==> config.mk <==
export PLATFORM = sky130hd
export DESIGN_NAME = adc_cmd_port
export DESIGN_NICKNAME = d
export VERILOG_FILES = /design/src/rtl/acp_pkg.sv /design/src/rtl/acp_sync.sv /design/src/rtl/acp_cmd_fsm.sv /design/src/rtl/acp_cfg_bank.sv /design/src/rtl/acp_result_tx.sv /design/src/rtl/adc_cmd_port.sv
export SDC_FILE = /design/constraint.sdc
export NUM_CORES = 1
export LEC_CHECK = 0
export CORE_MARGIN = 2
export CORE_UTILIZATION = 45
export CTS_BUF_LIST = sky130_fd_sc_hd__clkbuf_16
export CTS_CLUSTER_SIZE = 40
export DETAILED_ROUTE_END_ITERATION = 10
export GPL_TIMING_DRIVEN = 0
export PLACE_DENSITY_LB_ADDON = 0.25
export SYNTH_ARGS = -nofsm -noshare
export SYNTH_HDL_FRONTEND = slang
export SYNTH_SLANG_ARGS = --single-unit
==> constraint.sdc <==
create_clock -name clk -period 2.8 [get_ports clk]
set_input_delay 0.56 -clock clk [delete_from_list [all_inputs] [get_ports clk]]
set_output_delay 0.56 -clock clk [all_outputs]
set_load 0.05 [all_outputs]
==> src/rtl/acp_pkg.sv <==
package acp_pkg;

    typedef enum logic [1:0] {
        CMD_HUNT = 2'd0,
        CMD_RECV = 2'd1,
        CMD_EXEC = 2'd2
    } cmd_state_t;

    typedef enum logic [1:0] {
        TX_IDLE = 2'd0,
        TX_BUSY = 2'd1,
        TX_SEND = 2'd2
    } tx_state_t;

    typedef enum logic [1:0] {
        MODE_EXT_CLK  = 2'd0,
        MODE_EXT_ACQ  = 2'd1,
        MODE_INT_CLK  = 2'd2,
        MODE_FULL_OUT = 2'd3
    } op_mode_t;

    // Falling edges that must pass before a new start bit is taken.
    function automatic int unsigned start_after(op_mode_t m, int unsigned res_w);
        int unsigned n;
        unique case (m)
            MODE_EXT_CLK:  n = res_w - 3;
            MODE_EXT_ACQ:  n = res_w - 7;
            MODE_INT_CLK:  n = res_w - 4;
            MODE_FULL_OUT: n = res_w;
            default:       n = res_w;
        endcase
        return n;
    endfunction

endpackage

==> src/rtl/acp_sync.sv <==
module acp_sync #(
    parameter int          W       = 3,
    parameter int          STAGES  = 2,
    parameter logic [W-1:0] RST_VAL = '0
) (
    input  logic         clk,
    input  logic         rst_n,
    input  logic [W-1:0] d_async,
    output logic [W-1:0] q_sync
);

    logic [W-1:0] stage [STAGES];

    always_ff @(posedge clk or negedge rst_n) begin
        if (!rst_n) begin
            for (int i = 0; i < STAGES; i++) stage[i] <= RST_VAL;
        end else begin
            stage[0] <= d_async;
            for (int i = 1; i < STAGES; i++) stage[i] <= stage[i-1];
        end
    end

    assign q_sync = stage[STAGES-1];

endmodule

==> src/rtl/acp_cmd_fsm.sv <==
module acp_cmd_fsm
    import acp_pkg::*;
#(
    parameter int WORD_W = 8
) (
    input  logic              clk,
    input  logic              rst_n,
    input  logic              cs_low,
    input  logic              sclk_rise,
    input  logic              din_bit,
    input  logic              start_ok,
    output cmd_state_t        state,
    output logic              word_done,
    output logic [WORD_W-1:0] word
);

    localparam int CNT_W = $clog2(WORD_W);

    cmd_state_t       state_nx;
    logic [CNT_W-1:0] bit_cnt;

    // next state
    always_comb begin
        state_nx = state;
        unique case (state)
            CMD_HUNT: if (cs_low && sclk_rise && din_bit && start_ok) state_nx = CMD_RECV;
            CMD_RECV: begin
                if (!cs_low)
                    state_nx = CMD_HUNT;
                else if (sclk_rise && bit_cnt == CNT_W'(WORD_W - 1))
                    state_nx = CMD_EXEC;
            end
            CMD_EXEC: state_nx = CMD_HUNT;
            default:  state_nx = CMD_HUNT;
        endcase
    end

    // state register
    always_ff @(posedge clk or negedge rst_n) begin
        if (!rst_n) state <= CMD_HUNT;
        else        state <= state_nx;
    end

    // word shifter
    always_ff @(posedge clk or negedge rst_n) begin
        if (!rst_n) begin
            bit_cnt <= '0;
            word    <= '0;
        end else if (state == CMD_HUNT && state_nx == CMD_RECV) begin
            bit_cnt <= '0;
            word    <= '0;
        end else if (state == CMD_RECV && cs_low && sclk_rise) begin
            word    <= {word[WORD_W-2:0], din_bit};
            bit_cnt <= bit_cnt + 1'b1;
        end
    end

    // outputs
    always_comb begin
        word_done = (state == CMD_EXEC);
    end

endmodule

==> src/rtl/acp_cfg_bank.sv <==
module acp_cfg_bank
    import acp_pkg::*;
#(
    parameter int NUM_CH = 8,
    parameter int CH_W   = 3,
    parameter int RNG_W  = 3,
    parameter int WORD_W = 8
) (
    input  logic                    clk,
    input  logic                    rst_n,
    input  logic                    word_done,
    input  logic [WORD_W-1:0]       word,
    output logic [NUM_CH-1:0]       cfg_diff,
    output logic [NUM_CH*RNG_W-1:0] cfg_range,
    output op_mode_t                mode,
    output logic                    conv_go,
    output logic [CH_W-1:0]         conv_ch,
    output logic                    conv_start
);

    localparam int KIND_BIT = WORD_W - 1;
    localparam int SUB_BIT  = WORD_W - 2;
    localparam int MODE_W   = $bits(op_mode_t);

    logic              is_cfg, is_mode;
    logic [CH_W-1:0]   cfg_sel, conv_sel;
    logic [RNG_W-1:0]  rng_new;
    logic              diff_new;
    logic [MODE_W-1:0] mode_new;

    always_comb begin
        is_cfg   = word_done && !word[KIND_BIT];
        conv_go  = word_done && word[KIND_BIT] && !word[SUB_BIT];
        is_mode  = word_done && word[KIND_BIT] && word[SUB_BIT];
        cfg_sel  = word[WORD_W-2 -: CH_W];
        diff_new = word[RNG_W];
        rng_new  = word[RNG_W-1:0];
        conv_sel = word[WORD_W-3 -: CH_W];
        mode_new = word[WORD_W-3 -: MODE_W];
    end

    for (genvar g = 0; g < NUM_CH; g++) begin : g_chan
        always_ff @(posedge clk or negedge rst_n) begin
            if (!rst_n) begin
                cfg_diff[g]                  <= 1'b0;
                cfg_range[g*RNG_W +: RNG_W]  <= '0;
            end else if (is_cfg && cfg_sel == CH_W'(g)) begin
                cfg_diff[g]                  <= diff_new;
                cfg_range[g*RNG_W +: RNG_W]  <= rng_new;
            end
        end
    end

    always_ff @(posedge clk or negedge rst_n) begin
        if (!rst_n) begin
            mode       <= MODE_EXT_CLK;
            conv_ch    <= '0;
            conv_start <= 1'b0;
        end else begin
            conv_start <= conv_go;
            if (conv_go) conv_ch <= conv_sel;
            if (is_mode) mode    <= op_mode_t'(mode_new);
        end
    end

endmodule

==> src/rtl/acp_result_tx.sv <==
module acp_result_tx
    import acp_pkg::*;
#(
    parameter int RES_W  = 16,
    parameter int SENT_W = 5
) (
    input  logic              clk,
    input  logic              rst_n,
    input  logic              cs_low,
    input  logic              sclk_fall,
    input  logic              conv_go,
    input  logic              res_valid,
    input  logic [RES_W-1:0]  res_data,
    input  op_mode_t          mode,
    output tx_state_t         state,
    output logic [SENT_W-1:0] sent,
    output logic              dout_bit,
    output logic              start_ok
);

    tx_state_t        state_nx;
    logic [RES_W-1:0] shreg;
    logic             shift;

    assign shift = cs_low && sclk_fall;

    // next state
    always_comb begin
        state_nx = state;
        unique case (state)
            TX_IDLE: if (conv_go) state_nx = TX_BUSY;
            TX_BUSY: if (res_valid) state_nx = TX_SEND;
            TX_SEND: begin
                if (conv_go)
                    state_nx = TX_BUSY;
                else if (shift && sent == SENT_W'(RES_W - 1))
                    state_nx = TX_IDLE;
            end
            default: state_nx = TX_IDLE;
        endcase
    end

    // state register
    always_ff @(posedge clk or negedge rst_n) begin
        if (!rst_n) state <= TX_IDLE;
        else        state <= state_nx;
    end

    // result shifter
    always_ff @(posedge clk or negedge rst_n) begin
        if (!rst_n) begin
            shreg <= '0;
            sent  <= '0;
        end else if (state == TX_BUSY && res_valid) begin
            shreg <= res_data;
            sent  <= '0;
        end else if (state == TX_SEND && shift) begin
            shreg <= {shreg[RES_W-2:0], 1'b0};
            sent  <= sent + 1'b1;
        end
    end

    // outputs
    always_comb begin
        dout_bit = 1'b0;
        start_ok = 1'b0;
        unique case (state)
            TX_IDLE: start_ok = 1'b1;
            TX_BUSY: start_ok = 1'b0;
            TX_SEND: begin
                dout_bit = shreg[RES_W-1];
                start_ok = (32'(sent) >= start_after(mode, RES_W));
            end
            default: start_ok = 1'b0;
        endcase
    end

endmodule

==> src/rtl/adc_cmd_port.sv <==
module adc_cmd_port
    import acp_pkg::*;
#(
    parameter int NUM_CH      = 8,
    parameter int RNG_W       = 3,
    parameter int RES_W       = 16,
    parameter int SYNC_STAGES = 2
) (
    input  logic                           clk,
    input  logic                           rst_n,
    input  logic                           cs_n,
    input  logic                           sclk,
    input  logic                           din,
    output logic                           dout,
    output logic                           dout_oe,
    output logic                           conv_start,
    output logic [$clog2(NUM_CH)-1:0]      conv_ch,
    input  logic                           res_valid,
    input  logic [RES_W-1:0]               res_data,
    output logic [NUM_CH-1:0]              cfg_diff,
    output logic [NUM_CH*RNG_W-1:0]        cfg_range,
    output logic [1:0]                     mode
);

    localparam int CH_W   = $clog2(NUM_CH);
    localparam int WORD_W = CH_W + RNG_W + 2;
    localparam int SENT_W = $clog2(RES_W + 1);

    logic [2:0]        pin_s;
    logic              sclk_q;
    logic              cs_low, sclk_rise, sclk_fall, din_bit;
    logic              start_ok, word_done, conv_go, dout_bit;
    logic [WORD_W-1:0] word;
    logic [SENT_W-1:0] tx_sent;
    cmd_state_t        cmd_st;
    tx_state_t         tx_st;
    op_mode_t          mode_q;

    acp_sync #(.W(3), .STAGES(SYNC_STAGES), .RST_VAL(3'b001)) u_sync (
        .clk     (clk),
        .rst_n   (rst_n),
        .d_async ({din, sclk, cs_n}),
        .q_sync  (pin_s)
    );

    always_ff @(posedge clk or negedge rst_n) begin
        if (!rst_n) sclk_q <= 1'b0;
        else        sclk_q <= pin_s[1];
    end

    assign cs_low    = !pin_s[0];
    assign sclk_rise = pin_s[1] && !sclk_q;
    assign sclk_fall = !pin_s[1] && sclk_q;
    assign din_bit   = pin_s[2];

    acp_cmd_fsm #(.WORD_W(WORD_W)) u_cmd (
        .clk       (clk),
        .rst_n     (rst_n),
        .cs_low    (cs_low),
        .sclk_rise (sclk_rise),
        .din_bit   (din_bit),
        .start_ok  (start_ok),
        .state     (cmd_st),
        .word_done (word_done),
        .word      (word)
    );

    acp_cfg_bank #(.NUM_CH(NUM_CH), .CH_W(CH_W), .RNG_W(RNG_W), .WORD_W(WORD_W)) u_cfg (
        .clk        (clk),
        .rst_n      (rst_n),
        .word_done  (word_done),
        .word       (word),
        .cfg_diff   (cfg_diff),
        .cfg_range  (cfg_range),
        .mode       (mode_q),
        .conv_go    (conv_go),
        .conv_ch    (conv_ch),
        .conv_start (conv_start)
    );

    acp_result_tx #(.RES_W(RES_W), .SENT_W(SENT_W)) u_tx (
        .clk       (clk),
        .rst_n     (rst_n),
        .cs_low    (cs_low),
        .sclk_fall (sclk_fall),
        .conv_go   (conv_go),
        .res_valid (res_valid),
        .res_data  (res_data),
        .mode      (mode_q),
        .state     (tx_st),
        .sent      (tx_sent),
        .dout_bit  (dout_bit),
        .start_ok  (start_ok)
    );

    assign dout    = dout_bit;
    assign dout_oe = cs_low;
    assign mode    = mode_q;

endmodule

==> reports/results.md, run 1 <==
## Logic synthesis
- synthesized area per cell: 12.36 µm²
- number of distinct standard cells referenced by the synthesized netlist: 37
- number of synthesized register bits: 81
- cell area after technology mapping: 0.003425 mm²
- Cells after Synth: 277
- Synth warnings: 0
- total nets after synthesis: 307
- Seq/Total Area, Yosys: 59.26%

## CTS
- clock tree from TritonCTS: done
- Setup Buffers After CTS: 0
- clock latency of the later-clocked register in the worst-skew pair: 0.34 ns
- CTS HTree Levels: 3
- Post-CTS Hold Buffers: 0
- count of clock tree sinks: 81
- Max Root-Sink Buffers: 2
- Inserted Clock Buffers: 9
- Worst-path clk slew: 0.06 ns
- Clock Root Buffer: clkbuf_16
- Gates resized, CTS repair: 0

## Flow run
- Max-Cap Viols: 0

## Drt
- routed length per instance: 15.82 µm
- DRC violation total after the first TritonRoute iteration: 53
- routed wire length: 7182 µm
- overall via count from detail_route: 2400
- Avg Vias per Cell: 5.286
- post-detailed-route DRC marker count: 0
- number of iterations in the first detailed-routing pass: 4
- antenna violation net count after detailed routing: 0

## Floorplanning
- area of the die: 0.008324 mm²
- width of the die: 91.24 µm
- effective utilization at floorplan: 46.96%
- IO Pins: 62
- height of the chip: 91.24 µm
- standard cell core area: 0.007292 mm²
- standard-cell row count: 31

## Power
- total power: 2762 µW
- worst ir drop on vdd: 274.3 µV
- cell leakage power: 0.002136 µW
- power density over the cells: 614.3 mW/mm²

## GRT
- initial antenna violation count: 0
- global route overflow: 0
- first-pass GRT wire length: 12410 µm
- GRT Util Overall: 19.15%
- number of global-route vias before repair: 2446
- pin count of the biggest net entering global routing: 54

## STA
- RSZ-0062 raised after global routing: false
- pin slew with the least headroom to its limit: 0.9079 ns
- final worst path period share: 87.42%
- Clock Skews: 0.007346 ns
- Fmax achieved: 408.6 MHz
- Slew Viols, Final: 0
- Worst slew margin: 38.62%
- setup-violating endpoint count in the final report: 0
- Hold Slack: 0.1430 ns
- endpoints failing hold: 0
- final worst path period need: 2.448 ns

## Outcome
- result of the run: finished, final reports clean

## Finish
- Inserted Diodes: 0
- post-route standard cell area excluding fillers: 0.004496 mm²
- Nets: 380
- layout overhead on the synthesized area: 31.28%
- Post-Route Utilization: 61.65%
- fraction of final layout cells with drive strength greater than 1: 20.85%

## Place
- GPL Wtd Cong: 0.7504
- HPWL reported at the end of detailed placement: 4833 µm
- instance area after placement: 0.004184 mm²
- count of input and output buffers: 61

## Worst setup path
- arrival time at the worst endpoint: 1.89 ns
- depth of the worst register-to-register path: 5
- type of destination of the critical path: output pin
- type of the worst setup path: reg -> out
- CP Launch Type: flop
- required arrival time at the worst endpoint: 2.24 ns
- Max Fanout on Critical Path: 4

## Min path
- type of the tightest min-delay check: in -> async

[logic make-up (layout without fill, tap and decap cells)]
group	count (synthesis)	count (layout)	synth area share (%)
xor+xnor	2	2	0.5116
buf+inv	28	106	3.763
compound gates	32	32	7.088
fa+ha+maj	8	8	2.923
simple gates	87	87	13.67
flops	81	81	59.26
mux	39	39	12.79
[per-stage QoR]
stage,setup WS (ns),cells,setup TNS [ns]
finish,0.3523,454,0
global route,0.2641,454,0
CTS,0.3327,454,0
detailed placement,0.3850,438,0
global placement,-1.664,437,-132.59
floorplan,0.9298,277,0
[layout by cell type (no fill, tap or decap), drive strengths merged, types with 3 or more instances in the layout]
| master | synthesis | final |
|---|---|---|
| mux2 | 38 | 38 |
| clkdlybuf4s50 | 0 | 60 |
| nand2 | 27 | 27 |
| buf | 6 | 8 |
| a221o | 14 | 14 |
| dfrtp | 79 | 79 |
| inv | 8 | 11 |
| nand3 | 16 | 16 |
| ha | 8 | 8 |
| a21oi | 13 | 13 |
| and3 | 18 | 18 |
| nor2 | 10 | 10 |
| nor4b | 3 | 3 |
| clkbuf | 14 | 23 |
[cells in the mapped netlist (all sizes together)]
master | instances | area, µm²
or3 | 1 | 6.260
nand3b | 1 | 7.510
ha | 8 | 100.1
dfrtp | 79 | 1977
xnor2 | 1 | 8.760
inv | 8 | 30.03
o21ai | 1 | 5.000
buf | 6 | 46.29
nor4b | 3 | 32.53
nand2 | 27 | 101.4
dfstp | 2 | 52.55
o21a | 1 | 7.510
a211oi | 1 | 7.510
nor4 | 1 | 6.260
nand4b | 2 | 17.52
and2 | 1 | 6.260
clkbuf | 14 | 52.55
nand2b | 1 | 6.260
nor4bb | 1 | 10.01
a41o | 1 | 10.01
o31ai | 1 | 7.510
mux2i | 1 | 10.01
xor2 | 1 | 8.760
a21oi | 13 | 65.06
nor2b | 2 | 12.51
or2 | 2 | 12.52
mux2 | 38 | 427.9
nand3 | 16 | 80.08
a221o | 14 | 140.1
and3 | 18 | 122.6
or3b | 1 | 8.760
nor2 | 10 | 37.54
[critical path, cell delays in order, from the launching register on]
cell	delay, ns
dfrtp_1	0.42
nand2b_1	0.21
nor2_1	0.11
clkdlybuf4s50_1	0.80
[final timing paths]
path | from | end | slack, ns
worst max-delay path | u_tx.state[0]$_DFFE_PN0P_ | dout | 0.35
worst min-delay path | rst_n | u_tx.shreg[13]$_DFFE_PN0P_ | 0.14
worst max register to register | u_cmd.state[0]$_DFF_PN0_ | u_cfg.cfg_range[21]$_DFFE_PN0P_ | 0.56
worst min register to register | u_sync.stage[4]$_DFF_PN0_ | u_sync.q_sync[1]$_DFF_PN0_ | 0.35
max in group asynchronous | rst_n | u_cfg.cfg_range[3]$_DFFE_PN0P_ | 2.08
min in group clk | u_sync.stage[4]$_DFF_PN0_ | u_sync.q_sync[1]$_DFF_PN0_ | 0.35
[sequential cells by signal, indices dropped and copies added, names as in the netlist]
register	cells
sclk_q	1
u_cfg.cfg_diff	8
u_tx.state	2
u_tx.sent	5
u_cmd.state	2
u_sync.stage	3
u_cfg.cfg_range	24
u_cmd.bit_cnt	3
u_cfg.conv_start	1
u_sync.q_sync	3
u_cfg.conv_ch	3
u_cmd.word	8
u_cfg.mode	2
u_tx.shreg	16
[layout make-up]
class | count | area (µm²)
Buffer | 20 | 98.84
Clock buffer | 9 | 225.2
Clock inverter | 7 | 86.33
Fill cell | 612 | 2796
Inverter | 8 | 30.03
Multi-Input combinational cell | 168 | 1266
Sequential cell | 81 | 2029
Tap cell | 99 | 123.9
Timing Repair Buffer | 62 | 635.6
[power by group]
part           total (µW)  switching (µW)  internal [µW]
combinational         258             142            116
clock                1220             508            709
sequential           1290            57.6           1230
total                2760             708           2050
[per-layer routing]
layer  global-route usage (%)  wire [µm]
met1                    25.95       3321
met2                    28.52       3376
met3                    6.722        399
met4                    7.071         85
met5                        0          0
(Power assumes the default switching activity.)
==> inputs of run 2 (changes only) <==
--- a/config.mk
+++ b/config.mk
@@ -12,6 +12,7 @@
 export DETAILED_ROUTE_END_ITERATION = 10
 export GPL_TIMING_DRIVEN = 0
 export PLACE_DENSITY_LB_ADDON = 0.25
+export RECOVER_POWER = 25
 export SYNTH_ARGS = -nofsm -noshare
 export SYNTH_HDL_FRONTEND = slang
 export SYNTH_SLANG_ARGS = --single-unit
==> run 2 against run 1 <==
  * The flow now finishes with violations (max-capacitance violations)
  * Worst hold slack improved by 0.20 ns
  * Clock skew is essentially flat
  * Utilization down 0.33 points
  * Largest power group unchanged
==> reports/results.md, run 2 (synthesis gave the netlist of run 1 again) <==
## Outcome
- result of the run: finished with violations
- violations in the final reports: max-capacitance violations

## Drt
- antenna violation net count after detailed routing: 0
- routed wire length: 7183 µm
- Avg Vias per Cell: 5.269
- DRC violation total after the first TritonRoute iteration: 67
- post-detailed-route DRC marker count: 0
- number of iterations in the first detailed-routing pass: 4
- routed length per instance: 15.82 µm
- overall via count from detail_route: 2392

## GRT
- GRT Util Overall: 19.15%
- first-pass GRT wire length: 12410 µm
- number of global-route vias before repair: 2446
- initial antenna violation count: 0
- global route overflow: 0
- pin count of the biggest net entering global routing: 54

## Finish
- layout overhead on the synthesized area: 30.58%
- most common cell after layout, fill and taps aside: dfrtp_1
- Inserted Diodes: 0
- Nets: 380
- commonest cells after routing, fill and taps aside: dfrtp_1, clkdlybuf4s50_1, mux2_2, nand2_1, nand3_1
- register name with the most flops: u_cfg.cfg_range
- max reg flops: 24
- fraction of final layout cells with drive strength greater than 1: 20.56%
- post-route standard cell area excluding fillers: 0.004472 mm²
- biggest registers after layout: u_cfg.cfg_range (24), u_tx.shreg (16)
- post-layout instance count excluding filler cells: 454

## CTS
- Worst-path clk slew: 0.06 ns
- Clock Root Buffer: clkbuf_16
- Gates resized, CTS repair: 0
- Max Root-Sink Buffers: 2
- count of clock tree sinks: 81
- Inserted Clock Buffers: 9
- clock latency of the later-clocked register in the worst-skew pair: 0.34 ns
- CTS HTree Levels: 3
- Post-CTS Hold Buffers: 0
- clock tree from TritonCTS: done
- Setup Buffers After CTS: 0

## Floorplanning
- standard cell core area: 0.007292 mm²
- width of the die: 91.24 µm
- height of the chip: 91.24 µm
- area of the die: 0.008324 mm²
- standard-cell row count: 31
- IO Pins: 62
- effective utilization at floorplan: 46.96%

## STA
- pin slew with the least headroom to its limit: 1.498 ns
- Worst slew margin: 0.1314%
- Post-Route Setup TNS: 0 ns
- Fmax achieved: 408.5 MHz
- final worst path period need: 2.448 ns
- setup-violating endpoint count in the final report: 0
- RSZ-0062 raised after global routing: false
- worst setup margin: 0.3520 ns
- final worst path period share: 87.43%
- Clock Skews: 0.007237 ns
- Slew Viols, Final: 0
- endpoints failing hold: 0

## Worst setup path
- type of destination of the critical path: output pin
- CP Launch Type: flop
- required arrival time at the worst endpoint: 2.24 ns
- arrival time at the worst endpoint: 1.89 ns
- type of the worst setup path: reg -> out
- Max Fanout on Critical Path: 4

## Flow run
- Max-Cap Viols: 1

## Min path
- type of the tightest min-delay check: reg -> reg

## Place
- DP Cell Count: 438
- count of input and output buffers: 61
- HPWL reported at the end of detailed placement: 4833 µm
- GPL Wtd Cong: 0.7504
- Setup Slack @ Placement: 0.3850 ns
- instance area after placement: 0.004184 mm²

## Power
- total power: 2757 µW
- cell leakage power: 0.002125 µW
- power density over the cells: 616.5 mW/mm²
- worst ir drop on vdd: 274.3 µV

-- run 2: report_power, final --
group / leakage [µW] / total (µW) / internal (µW) / switching (µW)
logic: 0.000881 / 252 / 111 / 141
clock network: 0.000150 / 1220 / 709 / 509
registers: 0.00109 / 1290 / 1230 / 57.9
total: 0.00212 / 2760 / 2050 / 708
-- run 2: worst max-delay path, stage by stage (launching register included) --
cell and delay (ns):
dfrtp_1 0.42, nand2b_1 0.21, nor2_1 0.11, clkdlybuf4s50_1 0.80
-- run 2: area by class of cell --
type / instances / area [µm²]
plain buffers: 20 / 98.84
clock buffers: 9 / 225.2
clock inverters: 7 / 86.33
fillers: 616 / 2820
inverters: 8 / 30.03
multi-input cells: 168 / 1266
flip-flops and latches: 81 / 2029
well taps: 99 / 123.9
repair buffers: 62 / 611.8
-- run 2: layer usage --
| layer | up-vias | wire [µm] | GRT usage, % | part of all wire, % |
|---|---|---|---|---|
| li1 | 1130 | - | - | - |
| met1 | 1196 | 3302 | 25.95 | 46 |
| met2 | 60 | 3428 | 28.52 | 48 |
| met3 | 6 | 366 | 6.722 | 5.1 |
| met4 | 0 | 85 | 7.071 | 1.2 |
| met5 | - | 0 | 0 | 0 |
-- run 2: path summary, 6_finish.rpt --
path / start / end / slack (ns) / depth (start not counted)
max: u_tx.state[0]$_DFFE_PN0P_ / dout / 0.35 / 3
min: u_sync.stage[4]$_DFF_PN0_ / u_sync.q_sync[1]$_DFF_PN0_ / 0.35 / 0
max reg2reg: u_cmd.state[0]$_DFF_PN0_ / u_cfg.cfg_range[21]$_DFFE_PN0P_ / 0.56 / 5
min reg2reg: u_sync.stage[4]$_DFF_PN0_ / u_sync.q_sync[1]$_DFF_PN0_ / 0.35 / 0
max in group asynchronous: rst_n / u_tx.shreg[6]$_DFFE_PN0P_ / 0.68 / 2
min in group asynchronous: rst_n / u_tx.shreg[13]$_DFFE_PN0P_ / 0.57 / 1
-- run 2: stage by stage --
step / hold WS (ns) / util [%]
floorplan: 0.2644 / -
global placement: 0.3371 / 57.04
detailed placement: 0.3347 / 57.38
CTS: 0.1516 / 61.65
global route: 0.3510 / 61.32
finish: 0.3477 / 61.32
